[config.mk]
export PLATFORM = sky130hd
export DESIGN_NAME = rfs_sched
export DESIGN_NICKNAME = d
export VERILOG_FILES = /design/src/rtl/rfs_pkg.sv /design/src/rtl/rfs_interval_timer.sv /design/src/rtl/rfs_debt_ctr.sv /design/src/rtl/rfs_strobe_seq.sv /design/src/rtl/rfs_sched.sv
export SDC_FILE = /design/constraint.sdc
export NUM_CORES = 1
export LEC_CHECK = 0
export BUFFER_PORTS_ARGS = -buffer_cell sky130_fd_sc_hd__buf_2
export CAP_MARGIN = 20
export CORE_AREA = 8 8 85 64
export DETAILED_ROUTE_END_ITERATION = 10
export DIE_AREA = 0 0 93 72
export PLACE_DENSITY = 0.82
export SETUP_SLACK_MARGIN = 0.3
export SKIP_LAST_GASP = 1
export SYNTH_ARGS = -nofsm -noshare
export SYNTH_HDL_FRONTEND = slang
export SYNTH_HIERARCHICAL = 1
export SYNTH_SLANG_ARGS = --single-unit
[constraint.sdc]
create_clock -name clk -period 4.8 [get_ports clk]
set_input_delay 0.48 -clock clk [delete_from_list [all_inputs] [get_ports clk]]
set_output_delay 0.48 -clock clk [all_outputs]
set_load 0.005 [all_outputs]
[src/rtl/rfs_pkg.sv]
`timescale 1ns/1ps
package rfs_pkg;

  typedef enum logic [2:0] {
    PH_PAUSE  = 3'd0,
    PH_IDLE   = 3'd1,
    PH_SETUP  = 3'd2,
    PH_ACTIVE = 3'd3,
    PH_PRECH  = 3'd4
  } phase_e;

  function automatic int unsigned bits_for(input int unsigned v);
    return (v <= 1) ? 1 : $clog2(v + 1);
  endfunction

  function automatic int unsigned max4(input int unsigned a, input int unsigned b,
                                       input int unsigned c, input int unsigned d);
    int unsigned m;
    m = a;
    if (b > m) m = b;
    if (c > m) m = c;
    if (d > m) m = d;
    return m;
  endfunction

endpackage

[src/rtl/rfs_interval_timer.sv]
`timescale 1ns/1ps
module rfs_interval_timer
  import rfs_pkg::*;
#(
  parameter int unsigned INTERVAL = 3125
) (
  input  logic clk,
  input  logic rst_n,
  input  logic run,
  output logic expire
);
  localparam int unsigned CW = bits_for(INTERVAL);
  localparam logic [CW-1:0] RELOAD = CW'(INTERVAL - 1);

  logic [CW-1:0] cnt_q;

  assign expire = run && (cnt_q == '0);

  always_ff @(posedge clk or negedge rst_n) begin
    if (!rst_n) begin
      cnt_q <= RELOAD;
    end else if (run) begin
      if (cnt_q == '0) cnt_q <= RELOAD;
      else             cnt_q <= cnt_q - 1'b1;
    end
  end
endmodule

[src/rtl/rfs_debt_ctr.sv]
`timescale 1ns/1ps
module rfs_debt_ctr
  import rfs_pkg::*;
#(
  parameter int unsigned MAX_POSTPONE = 8
) (
  input  logic                              clk,
  input  logic                              rst_n,
  input  logic                              owe,
  input  logic                              pay,
  output logic [bits_for(MAX_POSTPONE)-1:0] level,
  output logic                              full,
  output logic                              any
);
  localparam int unsigned DW = bits_for(MAX_POSTPONE);
  localparam logic [DW-1:0] CAP = DW'(MAX_POSTPONE);

  logic [DW-1:0] lvl_q;

  assign level = lvl_q;
  assign full  = (lvl_q == CAP);
  assign any   = (lvl_q != '0);

  always_ff @(posedge clk or negedge rst_n) begin
    if (!rst_n) begin
      lvl_q <= '0;
    end else begin
      unique case ({owe, pay})
        2'b10:   if (lvl_q != CAP) lvl_q <= lvl_q + 1'b1;
        2'b01:   if (lvl_q != '0)  lvl_q <= lvl_q - 1'b1;
        default: lvl_q <= lvl_q;
      endcase
    end
  end
endmodule

[src/rtl/rfs_strobe_seq.sv]
`timescale 1ns/1ps
module rfs_strobe_seq
  import rfs_pkg::*;
#(
  parameter int unsigned PAUSE_CLKS  = 40000,
  parameter int unsigned INIT_PULSES = 8,
  parameter int unsigned SETUP_CLKS  = 2,
  parameter int unsigned ACTIVE_CLKS = 12,
  parameter int unsigned PRECH_CLKS  = 8
) (
  input  logic   clk,
  input  logic   rst_n,
  input  logic   start,
  output phase_e phase,
  output logic   ready,
  output logic   ras_n,
  output logic   cas_n
);
  localparam int unsigned TW = bits_for(max4(PAUSE_CLKS, SETUP_CLKS, ACTIVE_CLKS, PRECH_CLKS));
  localparam int unsigned IW = bits_for(INIT_PULSES);
  localparam logic [TW-1:0] LD_PAUSE  = TW'(PAUSE_CLKS - 1);
  localparam logic [TW-1:0] LD_SETUP  = TW'(SETUP_CLKS - 1);
  localparam logic [TW-1:0] LD_ACTIVE = TW'(ACTIVE_CLKS - 1);
  localparam logic [TW-1:0] LD_PRECH  = TW'(PRECH_CLKS - 1);
  localparam logic [IW-1:0] LD_INIT   = IW'(INIT_PULSES);

  phase_e        ph_q, ph_d;
  logic [TW-1:0] tmr_q, tmr_d;
  logic [IW-1:0] left_q, left_d;
  logic          rdy_q, rdy_d;
  logic          ras_q, cas_q;
  logic          expired;

  assign expired = (tmr_q == '0);
  assign phase   = ph_q;
  assign ready   = rdy_q;
  assign ras_n   = ras_q;
  assign cas_n   = cas_q;

  always_comb begin
    ph_d   = ph_q;
    tmr_d  = tmr_q;
    left_d = left_q;
    rdy_d  = rdy_q;
    if (ph_q != PH_IDLE && !expired) tmr_d = tmr_q - 1'b1;
    unique case (ph_q)
      PH_PAUSE: begin
        if (expired) begin
          ph_d  = PH_SETUP;
          tmr_d = LD_SETUP;
        end
      end
      PH_SETUP: begin
        if (expired) begin
          ph_d  = PH_ACTIVE;
          tmr_d = LD_ACTIVE;
        end
      end
      PH_ACTIVE: begin
        if (expired) begin
          ph_d  = PH_PRECH;
          tmr_d = LD_PRECH;
          if (!rdy_q && left_q != '0) left_d = left_q - 1'b1;
        end
      end
      PH_PRECH: begin
        if (expired) begin
          if (!rdy_q && left_q != '0) begin
            ph_d  = PH_SETUP;
            tmr_d = LD_SETUP;
          end else begin
            ph_d  = PH_IDLE;
            rdy_d = 1'b1;
          end
        end
      end
      PH_IDLE: begin
        if (start) begin
          ph_d  = PH_SETUP;
          tmr_d = LD_SETUP;
        end
      end
      default: ph_d = PH_PAUSE;
    endcase
  end

  always_ff @(posedge clk or negedge rst_n) begin
    if (!rst_n) begin
      ph_q   <= PH_PAUSE;
      tmr_q  <= LD_PAUSE;
      left_q <= LD_INIT;
      rdy_q  <= 1'b0;
      ras_q  <= 1'b1;
      cas_q  <= 1'b1;
    end else begin
      ph_q   <= ph_d;
      tmr_q  <= tmr_d;
      left_q <= left_d;
      rdy_q  <= rdy_d;
      ras_q  <= (ph_d != PH_ACTIVE);
      cas_q  <= !(ph_d == PH_SETUP || ph_d == PH_ACTIVE);
    end
  end
endmodule

[src/rtl/rfs_sched.sv]
`timescale 1ns/1ps
module rfs_sched
  import rfs_pkg::*;
#(
  parameter int unsigned PAUSE_CLKS     = 40000,
  parameter int unsigned INIT_PULSES    = 8,
  parameter int unsigned RETENTION_CLKS = 6400000,
  parameter int unsigned REFRESH_ROWS   = 2048,
  parameter int unsigned SETUP_CLKS     = 2,
  parameter int unsigned ACTIVE_CLKS    = 12,
  parameter int unsigned PRECH_CLKS     = 8,
  parameter int unsigned MAX_POSTPONE   = 8
) (
  input  logic clk,
  input  logic rst_n,
  input  logic seq_req,
  input  logic seq_busy,
  output logic seq_gnt,
  output logic ras_n,
  output logic cas_n,
  output logic own_strobes,
  output logic mem_ready
);
  localparam int unsigned INTERVAL = RETENTION_CLKS / REFRESH_ROWS;
  localparam int unsigned DEBT_W   = bits_for(MAX_POSTPONE);

  phase_e              phase;
  logic                idle, expire, take, base_gnt;
  logic [DEBT_W-1:0]   debt_level;
  logic                debt_full, debt_any;

  rfs_interval_timer #(.INTERVAL(INTERVAL)) u_timer (
    .clk    (clk),
    .rst_n  (rst_n),
    .run    (mem_ready),
    .expire (expire)
  );

  rfs_debt_ctr #(.MAX_POSTPONE(MAX_POSTPONE)) u_debt (
    .clk   (clk),
    .rst_n (rst_n),
    .owe   (expire),
    .pay   (take),
    .level (debt_level),
    .full  (debt_full),
    .any   (debt_any)
  );

  rfs_strobe_seq #(
    .PAUSE_CLKS  (PAUSE_CLKS),
    .INIT_PULSES (INIT_PULSES),
    .SETUP_CLKS  (SETUP_CLKS),
    .ACTIVE_CLKS (ACTIVE_CLKS),
    .PRECH_CLKS  (PRECH_CLKS)
  ) u_seq (
    .clk   (clk),
    .rst_n (rst_n),
    .start (take),
    .phase (phase),
    .ready (mem_ready),
    .ras_n (ras_n),
    .cas_n (cas_n)
  );

  // Arbitration: the sequencer wins while the debt has room; a full debt wins.
  assign idle        = (phase == PH_IDLE);
  assign base_gnt    = idle && mem_ready && !debt_full;
  assign take        = idle && mem_ready && debt_any && !seq_busy && !(seq_req && base_gnt);
  assign seq_gnt     = base_gnt && !take;
  assign own_strobes = !idle;
endmodule

## Yosys cells after proc, flatten, opt, wreduce, memory -nomap -nowiden

Index checks and enable logic that the tools add are counted.

- Add/subtract/negate cells: 5
- Equality and inequality tests: 14
- Muxes and demuxes: 19
- Bitwise logic cells: 1
- Reduce and logical (&&, ||, !) cells: 28

Operator list:

| operator | number |
|---|---|
| $mux W16 | 7 |
| $pmux W16 S5 | 1 |
| $logic_not A16 Y1 | 1 |
| $sub A16 B1 Y16 const B | 1 |
| $mux W3 | 5 |
| $pmux W3 S5 | 1 |
| $eq A3 B2 Y1 const B | 4 |
| $logic_not A12 Y1 | 1 |
| $mux W12 | 1 |
| $sub A12 B1 Y12 const B | 1 |
| $logic_and A1 B1 Y1 | 10 |
| $reduce_and A3 Y1 | 3 |
| $logic_not A1 Y1 | 8 |
| $mux W4 | 2 |
| $pmux W4 S2 | 1 |
| $reduce_bool A4 Y1 | 2 |
| $sub A4 B1 Y4 const B | 2 |
| $add A4 B1 Y4 const B | 1 |
| $eq A4 B4 Y1 const B | 1 |
| $ne A4 B4 Y1 const B | 1 |
| $eq A3 B1 Y1 const B | 1 |
| $eq A3 B3 Y1 const B | 1 |
| $logic_not A3 Y1 | 1 |
| $ne A3 B1 Y1 const B | 1 |
| other kinds (9) | 9 |

- Register bits: 42
- Input port bits: 4
- Output and inout bits: 5
- Logic and storage cells: 75

## Depth between registers and ports, before layout

Gate-level depths: netlist of run 1.

- Word-level depth: 11
- Mapped depth: 11
- Gate-level depth less buffers: 11

## Modules after synthesis

The synthesis of run 1 kept the hierarchy.

Modules (own cells, without submodules):

| module | instances | cells an instance | area an instance (um^2) | sequential area each (um^2) |
|---|---|---|---|---|
| rfs_strobe_seq | 1 | 159 | 1,546.5 | 666.9 |
| rfs_interval_timer | 1 | 71 | 703.2 | 306.5 |
| rfs_debt_ctr | 1 | 24 | 267.8 | 100.1 |
| rfs_sched | 1 | 6 | 53.8 | 0.0 |

## Least setup slack after synthesis of run 1

Ideal clock, no wire load.

- Path kind: register to register
- Start point: reg u_debt.lvl_q[1] (netlist: u_debt/level[1])
- End point: reg u_debt.lvl_q[2] (netlist: u_debt/level[2])
- Setup time: 0.079 ns
- Data arrival time: 2.354 ns
- Required time: 4.721 ns
- Slack: 2.367 ns
- Cell stages (with the launch flop): 10
- Buffers on the path: 0
- Period minus slack after synthesis: 2.433 ns
- Cell sequence: dfrtp_1 nor4b_2 nor2b_1 nor4b_2 nand2b_1 xnor2_1 ha_1 or2_2 o2bb2ai_1 xor2_1

- Word-level cells in the longest chain between the ends: 9
- Elaborated cells on any way between the ends: 21

RTL lines:

| what | RTL line | source |
|---|---|---|
| start, declared | rfs_debt_ctr.sv:18 | `logic [DW-1:0] lvl_q;` |
| start signal, assigned | rfs_debt_ctr.sv:29 | `2'b10: if (lvl_q != CAP) lvl_q <= lvl_q + 1'b1;` |
| start signal, assigned | rfs_debt_ctr.sv:30 | `2'b01: if (lvl_q != '0) lvl_q <= lvl_q - 1'b1;` |
| start signal, assigned | rfs_debt_ctr.sv:31 | `default: lvl_q <= lvl_q;` |
| $eq A4 B4 Y1 * | rfs_debt_ctr.sv:21 | `assign full = (lvl_q == CAP);` |
| named net debt_full | rfs_sched.sv:30 | `logic debt_full, debt_any;` |
| $logic_not A1 Y1 * | rfs_sched.sv:67 | `assign base_gnt = idle && mem_ready && !debt_full;` |
| $logic_and A1 B1 Y1 * | rfs_sched.sv:67 |  |
| $logic_and A1 B1 Y1 * | rfs_sched.sv:68 | `assign take = idle && mem_ready && debt_any && !seq_busy && !(seq_req && base_gnt);` |
| $logic_not A1 Y1 * | rfs_sched.sv:68 |  |
| $logic_and A1 B1 Y1 * | rfs_sched.sv:68 |  |
| named net take | rfs_sched.sv:28 | `logic idle, expire, take, base_gnt;` |
| $eq A2 B2 Y1 / $eq A2 B1 Y1 (equally long branches) | rfs_debt_ctr.sv:28 | `unique case ({owe, pay})` |
| $ne A2 B1 Y1 (no line) (tied with other cells) | -- |  |
| $reduce_and A3 Y1 (no line) | -- |  |

The timed path passes the listed nets; every way through them passes the cells marked *. The select of a mux whose other input is x is not followed.
A chain may end at the register's enable or synchronous reset.

## Worst setup path in the final report of run 1

- Start point: reg u_debt.lvl_q[2] (netlist: u_debt/level[2])
- End point: reg u_debt.lvl_q[2] (netlist: u_debt/level[2])

The elaborated chain is that of the path after synthesis.

==> flow_summary_export.csv, run 1 <==
group,metric,value,unit
power,p_comb_frac,0.327,
worst_setup_path,end_kind,"flop",
floorplanning,die_area,6700,um^2
place,portBuffers,8,
floorplanning,fp.dieW,93,um
layout,synthToLayoutAreaGrowth,4.33,%
cts,clock_path_buffers,2,
sta,finClkSkew,0.00671,ns
layout,antenna_cells,0,
layout,drive_gt1_frac,0.221,
global_routing,track_usage,0.152,
sta,final.setup.tns,0,ns
sta,final_max_slew_viol_count,0,
worst_setup_path,crit_chain,"nor4b_2 -> nor2b_1 -> nor4b_2 -> nand2b_1 -> xnor2_1 -> ha_1 -> or2_2 -> o2bb2ai_1 -> xor2_1",
power,p_clk_frac,0.191,
sta,slew_headroom,0.399,
place,dpl_cell_area,2590,um^2
yosys,synth_simple_gate_area_share,0.295,
cts,postCtsResizedCells,0,
yosys,synth-seq-cells,42,
cts,cts_tree,"built",
yosys,synth_top_cell_by_area,"dfrtp_1",
power,sw_frac_of_total,0.361,
floorplanning,core_region_area,4150,um^2
worst_setup_path,crit_type,"flop to flop",
sta,clock.fmax,355,MHz
layout,design_area,2680,um^2
worst_setup_path,critPathMaxFanout,8,
worst_setup_path,critPathMostFrequentCell,"nor4b_2",
worst_hold_path,hp-class,"input port to async pin",
yosys,synth-main-ff-cell,"dfrtp_1",
yosys,synthMuxAreaShare,0.0219,
routing,drc,0,
sta,finalHoldViolCount,0,
global_routing,grt_max_degree,43,
yosys,async_reset_ff_frac,1.00,
yosys,synth_compound_area_frac,0.159,
sta,min_period,2.82,ns
power,p_sw,443,uW
sta,finalSetupViolCount,0,
cts,hold_buffers,0,
worst_setup_path,max_stage_delay,0.53,ns
yosys,synth_top_area_frac,0.234,
routing,firstDrtPassIters,4,
power,max-vdd-ir-drop,0.313,mV
routing,drtIter0Drc,133,
sta,min_period_over_period,0.587,
yosys,yosys.area_share.adder,0.0243,
global_routing,grt_pass1_vias,1795,
power,p_seq_frac,0.482,
yosys,synth_area,2570,um^2
layout,final_nets,275,
floorplanning,rows,20,
yosys,synth_xor_xnor_area_share,0.0273,
yosys,synth_area_leaders,"dfrtp_1 23%, dfstp_2 18%, a21oi_1 3.7%, o21ai_0 2.5%, ha_1 2.4%",
worst_setup_path,cp-start-kind,"flop",
global_routing,grt_antenna_before_repair,0,
routing,wl_per_cell,15.6,um
global_routing,grt_overflow,0,
cts,postCtsSetupRepairBufs,0,
routing,routed_wl,5040,um
job,cap_violations,0,
routing,num_vias,2007,
yosys,synth_edf_count,0,
floorplanning,die_h,72,um
sta,rsz0062_at_grt,"no",
global_routing,grt_pass1_wl,8360,um
yosys,post-synth-top-count-cell,"dfrtp_1",
routing,ant_nets,0,
floorplanning,start_util,0.619,
cts,clockRootBuffer,"clkbuf_8",
yosys,syn_area_per_cell,9.89,um^2
run_status,outcome,"finished, final reports clean",
worst_setup_path,critPathRequiredTime,5.02,ns
worst_setup_path,slowest_stage,"nor4b_2",
power,power.internal,785,uW
cts,clk_latency,0.29,ns
yosys,syn_inst,260,
power,pwr_density_cell,458,nW/um^2
yosys,synth_cell_types,63,
yosys,synth_top_family_by_area,"simple AND/OR/NAND/NOR gates",
place,hpwl,3440,um
cts,htreeDepth,2,
power,leakage,0.00105,uW
yosys,syn_nets,269,
sta,worstMarginPinSlew,0.901,ns
routing,detail_route.vias_per_cell,6.23,
yosys,yosys-top-cells-count,"24 x dfrtp_1, 19 x a21oi_1, 18 x dfstp_2",
cts,clkTransAtPathRegs,0.08,ns
floorplanning,boundaryPins,9,
yosys,ys_warn_count,6,
yosys,synth_seq_area_share,0.418,
cts,cts_buffers,5,
cts,cts.sinks,42,
worst_setup_path,critPathArrivalTime,3.04,ns
power,p_total,1230,uW
place,gp_congestion,0.841,
==> cell usage in the layout, fill, tap and decap left out, types with 6 or more instances in the layout <==
master     n
buf_2      8
nand2b_1   6
dfstp_2   18
inv_1     12
clkbuf_8   6
o31ai_1    8
nor2_1     8
nor3_1     6
nand3_1    9
nor4_1     8
o21ai_0   13
nor3b_1    6
or4_1      8
a21oi_1   19
dfrtp_1   24
nand2_1   13
or3_1     10
==> critical path, delay by kind of cell, from the launching register on <==
kind | cells | cell delay [ns]
and+or+nand+nor | 5 | 1.57
AOI/OAI and AO/OA | 1 | 0.19
DFF | 1 | 0.45
adders and majority gates | 1 | 0.21
xor gates and xnor gates | 2 | 0.34
==> power groups by stage <==
| stage | Clock, uW | Combinational, uW | Sequential (uW) |
|---|---|---|---|
| CTS | 241 | 400 | 589 |
| global route | 251 | 450 | 607 |
| floorplan | 0 | 359 | 555 |
| finish | 235 | 401 | 592 |
| detailed placement | 0 | 396 | 592 |
| global placement | 0 | 379 | 588 |
==> per-stage QoR <==
| step | hold slack (ns) | util | worst slack [ns] | std cells |
|---|---|---|---|---|
| 3_3_place_gp | 0.491 | 0.624 | 2.20 | 314 |
| 5_1_grt | 0.385 | 0.646 | 1.65 | 322 |
| 6_report | 0.310 | 0.646 | 1.98 | 322 |
| 3_5_place_dp | 0.495 | 0.624 | 2.03 | 314 |
| 4_1_cts | 0.342 | 0.646 | 1.99 | 322 |
| 2_1_floorplan | 0.184 | - | 2.37 | 260 |
==> worst paths after layout <==
| check | start | end | slack (ns) | depth (start not counted) |
|---|---|---|---|---|
| setup / recovery | u_debt/level[2]$_DFFE_PN0P_ | u_debt/level[2]$_DFFE_PN0P_ | 1.98 | 9 |
| min in group clk | u_seq/left_q[3]$_DFFE_PN1P_ | u_seq/left_q[3]$_DFFE_PN1P_ | 0.51 | 1 |
| setup reg to reg | u_debt/level[2]$_DFFE_PN0P_ | u_debt/level[2]$_DFFE_PN0P_ | 1.98 | 9 |
| max in group asynchronous | rst_n | u_debt/level[1]$_DFFE_PN0P_ | 3.93 | 1 |
| hold / removal | rst_n | u_seq/tmr_q[14]$_DFF_PN0_ | 0.31 | 1 |
| hold reg to reg | u_seq/left_q[3]$_DFFE_PN1P_ | u_seq/left_q[3]$_DFFE_PN1P_ | 0.51 | 1 |
==> layout make-up <==
class	instances	area, um^2
Clock buffer	7	86.3
Clock inverter	1	5.00
Fill cell	351	1470
Inverter	12	45.0
Multi-Input combinational cell	196	1360
Sequential cell	42	1070
Tap cell	55	68.8
Timing Repair Buffer	9	47.5
==> layer usage <==
layer	up-vias	part of all wire	global-route usage
met1	963	0.51	0.215
met5	-	0	0
met4	0	0.0068	0.0427
met3	5	0.039	0.0381
met2	40	0.44	0.225
li1	999	-	-
==> registers in the layout, summed over array words and instances (netlist names) <==
signal / flops
u_seq/left_q: 4
u_seq/tmr_q: 16
u_seq/cas_n: 1
u_seq/ready: 1
u_seq/ras_n: 1
u_debt/level: 4
u_timer/cnt_q: 12
u_seq/phase: 3
==> logic make-up (layout without fill, tap and decap cells) <==
logic type / count (synthesis) / count (layout)
and+or+nand+nor: 114 / 114
DFF: 42 / 42
xor gates and xnor gates: 8 / 8
AOI/OAI and AO/OA: 64 / 64
adders and majority gates: 5 / 5
buffers and inverters: 22 / 29
muxes: 5 / 5
Note: power is estimated with default switching activity, not from simulation.
==> run 2: changes to the inputs <==
Settings changed: CORE_AREA 8 8 85 64 to 8 8 90 68, DIE_AREA 0 0 93 72 to 0 0 98 76, PLACE_DENSITY 0.82 to 0.76.
Clock period 4.8 ns to 2.3 ns, I/O delays scaled along.
==> flow_summary_export.csv, run 2 (same netlist as run 1, synthesis figures left out) <==
group,metric,value,unit
worst_setup_path,crit_chain,"nor4b_4 -> nor2b_2 -> nor4b_4 -> nand2b_4 -> xnor2_2 -> ha_2 -> or2_4 -> o2bb2ai_2 -> xor2_1",
worst_setup_path,crit_family,"simple AND/OR/NAND/NOR gates",
sta,rsz0062_at_grt,"yes",
worst_setup_path,critPathMaxFanout,3,
worst_setup_path,slowest_stage,"dfrtp_2",
sta,worstMarginPinSlew,0.773,ns
layout,largest_register_ffs,16,
floorplanning,core_region_area,4870,um^2
cts,cts_buffers,5,
worst_setup_path,critPathRequiredTime,2.51,ns
cts,htreeDepth,2,
cts,clkTransAtPathRegs,0.08,ns
routing,drtIter0Drc,148,
worst_hold_path,hp-class,"input port to async pin",
cts,cts.sinks,42,
place,portBuffers,8,
floorplanning,start_util,0.528,
job,cap_violations,0,
sta,finClkSkew,0.0113,ns
global_routing,grt_antenna_before_repair,0,
sta,final.setup.tns,0,ns
layout,layout_common_cells,"35 x buf_4, 22 x dfrtp_1, 18 x dfstp_2",
layout,synthToLayoutAreaGrowth,25.4,%
floorplanning,rows,22,
worst_setup_path,critPathArrivalTime,2.42,ns
global_routing,track_usage,0.161,
floorplanning,die_area,7450,um^2
floorplanning,die_h,76,um
sta,final_max_slew_viol_count,0,
sta,min_period_over_period,0.961,
floorplanning,boundaryPins,9,
layout,top_register,"u_seq/tmr_q",
routing,drc,0,
run_status,outcome,"finished, final reports clean",
global_routing,grt_pass1_wl,9880,um
layout,fin_cells,367,
layout,utilization,0.662,
routing,routed_wl,6430,um
global_routing,grt_max_degree,25,
floorplanning,fp.dieW,98,um
sta,finalSetupViolCount,0,
cts,clk_latency,0.29,ns
worst_setup_path,worst-path-buf-inv,0,
power,max-vdd-ir-drop,0.412,mV
sta,slew_headroom,0.483,
layout,final_nets,315,
layout,fillers,347,
routing,firstDrtPassIters,4,
place,place_inst,335,
layout,antenna_cells,0,
layout,layout_commonest_cell,"buf_4",
global_routing,grt_pass1_vias,2097,
place,gp_congestion,0.845,
cts,cts_tree,"built",
cts,clock_path_buffers,2,
worst_setup_path,cp-start-kind,"flop",
sta,min_period,2.21,ns
worst_setup_path,crit_type,"flop to flop",
worst_setup_path,max_stage_delay,0.43,ns
sta,clock.fmax,453,MHz
routing,detail_route.vias_per_cell,6.17,
power,pwr_density_cell,957,nW/um^2
routing,wl_per_cell,17.5,um
layout,reg_top3,"u_seq/tmr_q (16), u_timer/cnt_q (12)",
place,hpwl,3940,um
worst_setup_path,end_kind,"flop",
sta,finalHoldViolCount,0,
cts,clockRootBuffer,"clkbuf_8",
worst_setup_path,critPathMostFrequentCell,"nor4b_4",
routing,ant_nets,0,
global_routing,grt_overflow,0,
layout,drive_gt1_frac,0.436,
routing,num_vias,2266,
power,leakage,0.00130,uW
-- run 2: cell count changes in the layout (fill, tap and decap cells not counted), sizes merged --
cell / before / now
dlygate4sd3: 0 / 1
clkinv: 1 / 0
clkbuf: 7 / 8
buf: 9 / 48
-- run 2: path summary, 6_finish.rpt --
path	startpoint	endpoint	slack (ns)	cells after the start
setup / recovery	u_debt/level[0]$_DFFE_PN0P_	u_debt/level[2]$_DFFE_PN0P_	0.09	9
hold / removal	rst_n	u_seq/tmr_q[8]$_DFF_PN0_	0.45	2
setup reg to reg	u_debt/level[0]$_DFFE_PN0P_	u_debt/level[2]$_DFFE_PN0P_	0.09	9
hold reg to reg	u_seq/left_q[3]$_DFFE_PN1P_	u_seq/left_q[3]$_DFFE_PN1P_	0.50	1
max in group asynchronous	rst_n	u_seq/tmr_q[0]$_DFF_PN1_	1.14	3
min in group clk	u_seq/left_q[3]$_DFFE_PN1P_	u_seq/left_q[3]$_DFFE_PN1P_	0.50	1
-- run 2: report_power, final --
part | internal, uW | leakage [uW] | switching [uW]
registers | 991 | 0.000492 | 202
clock network | 245 | 0.0000455 | 245
logic | 734 | 0.000761 | 670
-- run 2: worst register-to-register path: cells and delay by family, from the launching register on --
| kind | cells | cell delay (ns) |
|---|---|---|
| AND/OR/NAND/NOR | 5 | 1.07 |
| flip-flops | 1 | 0.43 |
| XOR/XNOR | 2 | 0.30 |
| adder cells (fa/ha/maj) | 1 | 0.20 |
| AO/OA/AOI/OAI | 1 | 0.14 |
-- run 2: timing repair --
| action | CTS | global route |
|---|---|---|
| pin swaps | 8 | 12 |
| gates resized for setup | 9 | 39 |
| buffers inserted | 14 | 8 |
| setup endpoints to repair | 15 | 24 |
| hold buffers | 1 | 0 |
| endpoints found under the hold margin | 14 | 0 |
| cloned | 0 | 1 |
-- run 2: layout make-up --
| class | count | area, um^2 | share of cell area |
|---|---|---|---|
| well taps | 60 | 75.1 | 0.0233 |
| multi-input cells | 196 | 1570 | 0.487 |
| inverters | 12 | 45.0 | 0.0140 |
| repair buffers | 49 | 369 | 0.114 |
| clock buffers | 8 | 90.1 | 0.0279 |
| flip-flops and latches | 42 | 1080 | 0.334 |
-- run 2: stage by stage --
step                      hold WS, ns  power [uW]  setup WS (ns)  area, um^2
final                           0.447        3090         0.0906        3220
after global routing            0.509        3270        -0.0321        3220
after CTS                       0.467        2870          0.124        3000
after detailed placement        0.239        2210         0.0119        2760
after floorplan               -0.0656        1960         0.0292        2620
after global placement          0.237        2170          0.113        2760
-- run 2: layer usage --
layer	up-vias	part of all wire	global-route usage
met1	1112	0.44	0.213
met3	10	0.052	0.0347
met2	65	0.49	0.249
met4	0	0.015	0.0636
li1	1079	-	-
met5	-	0	0
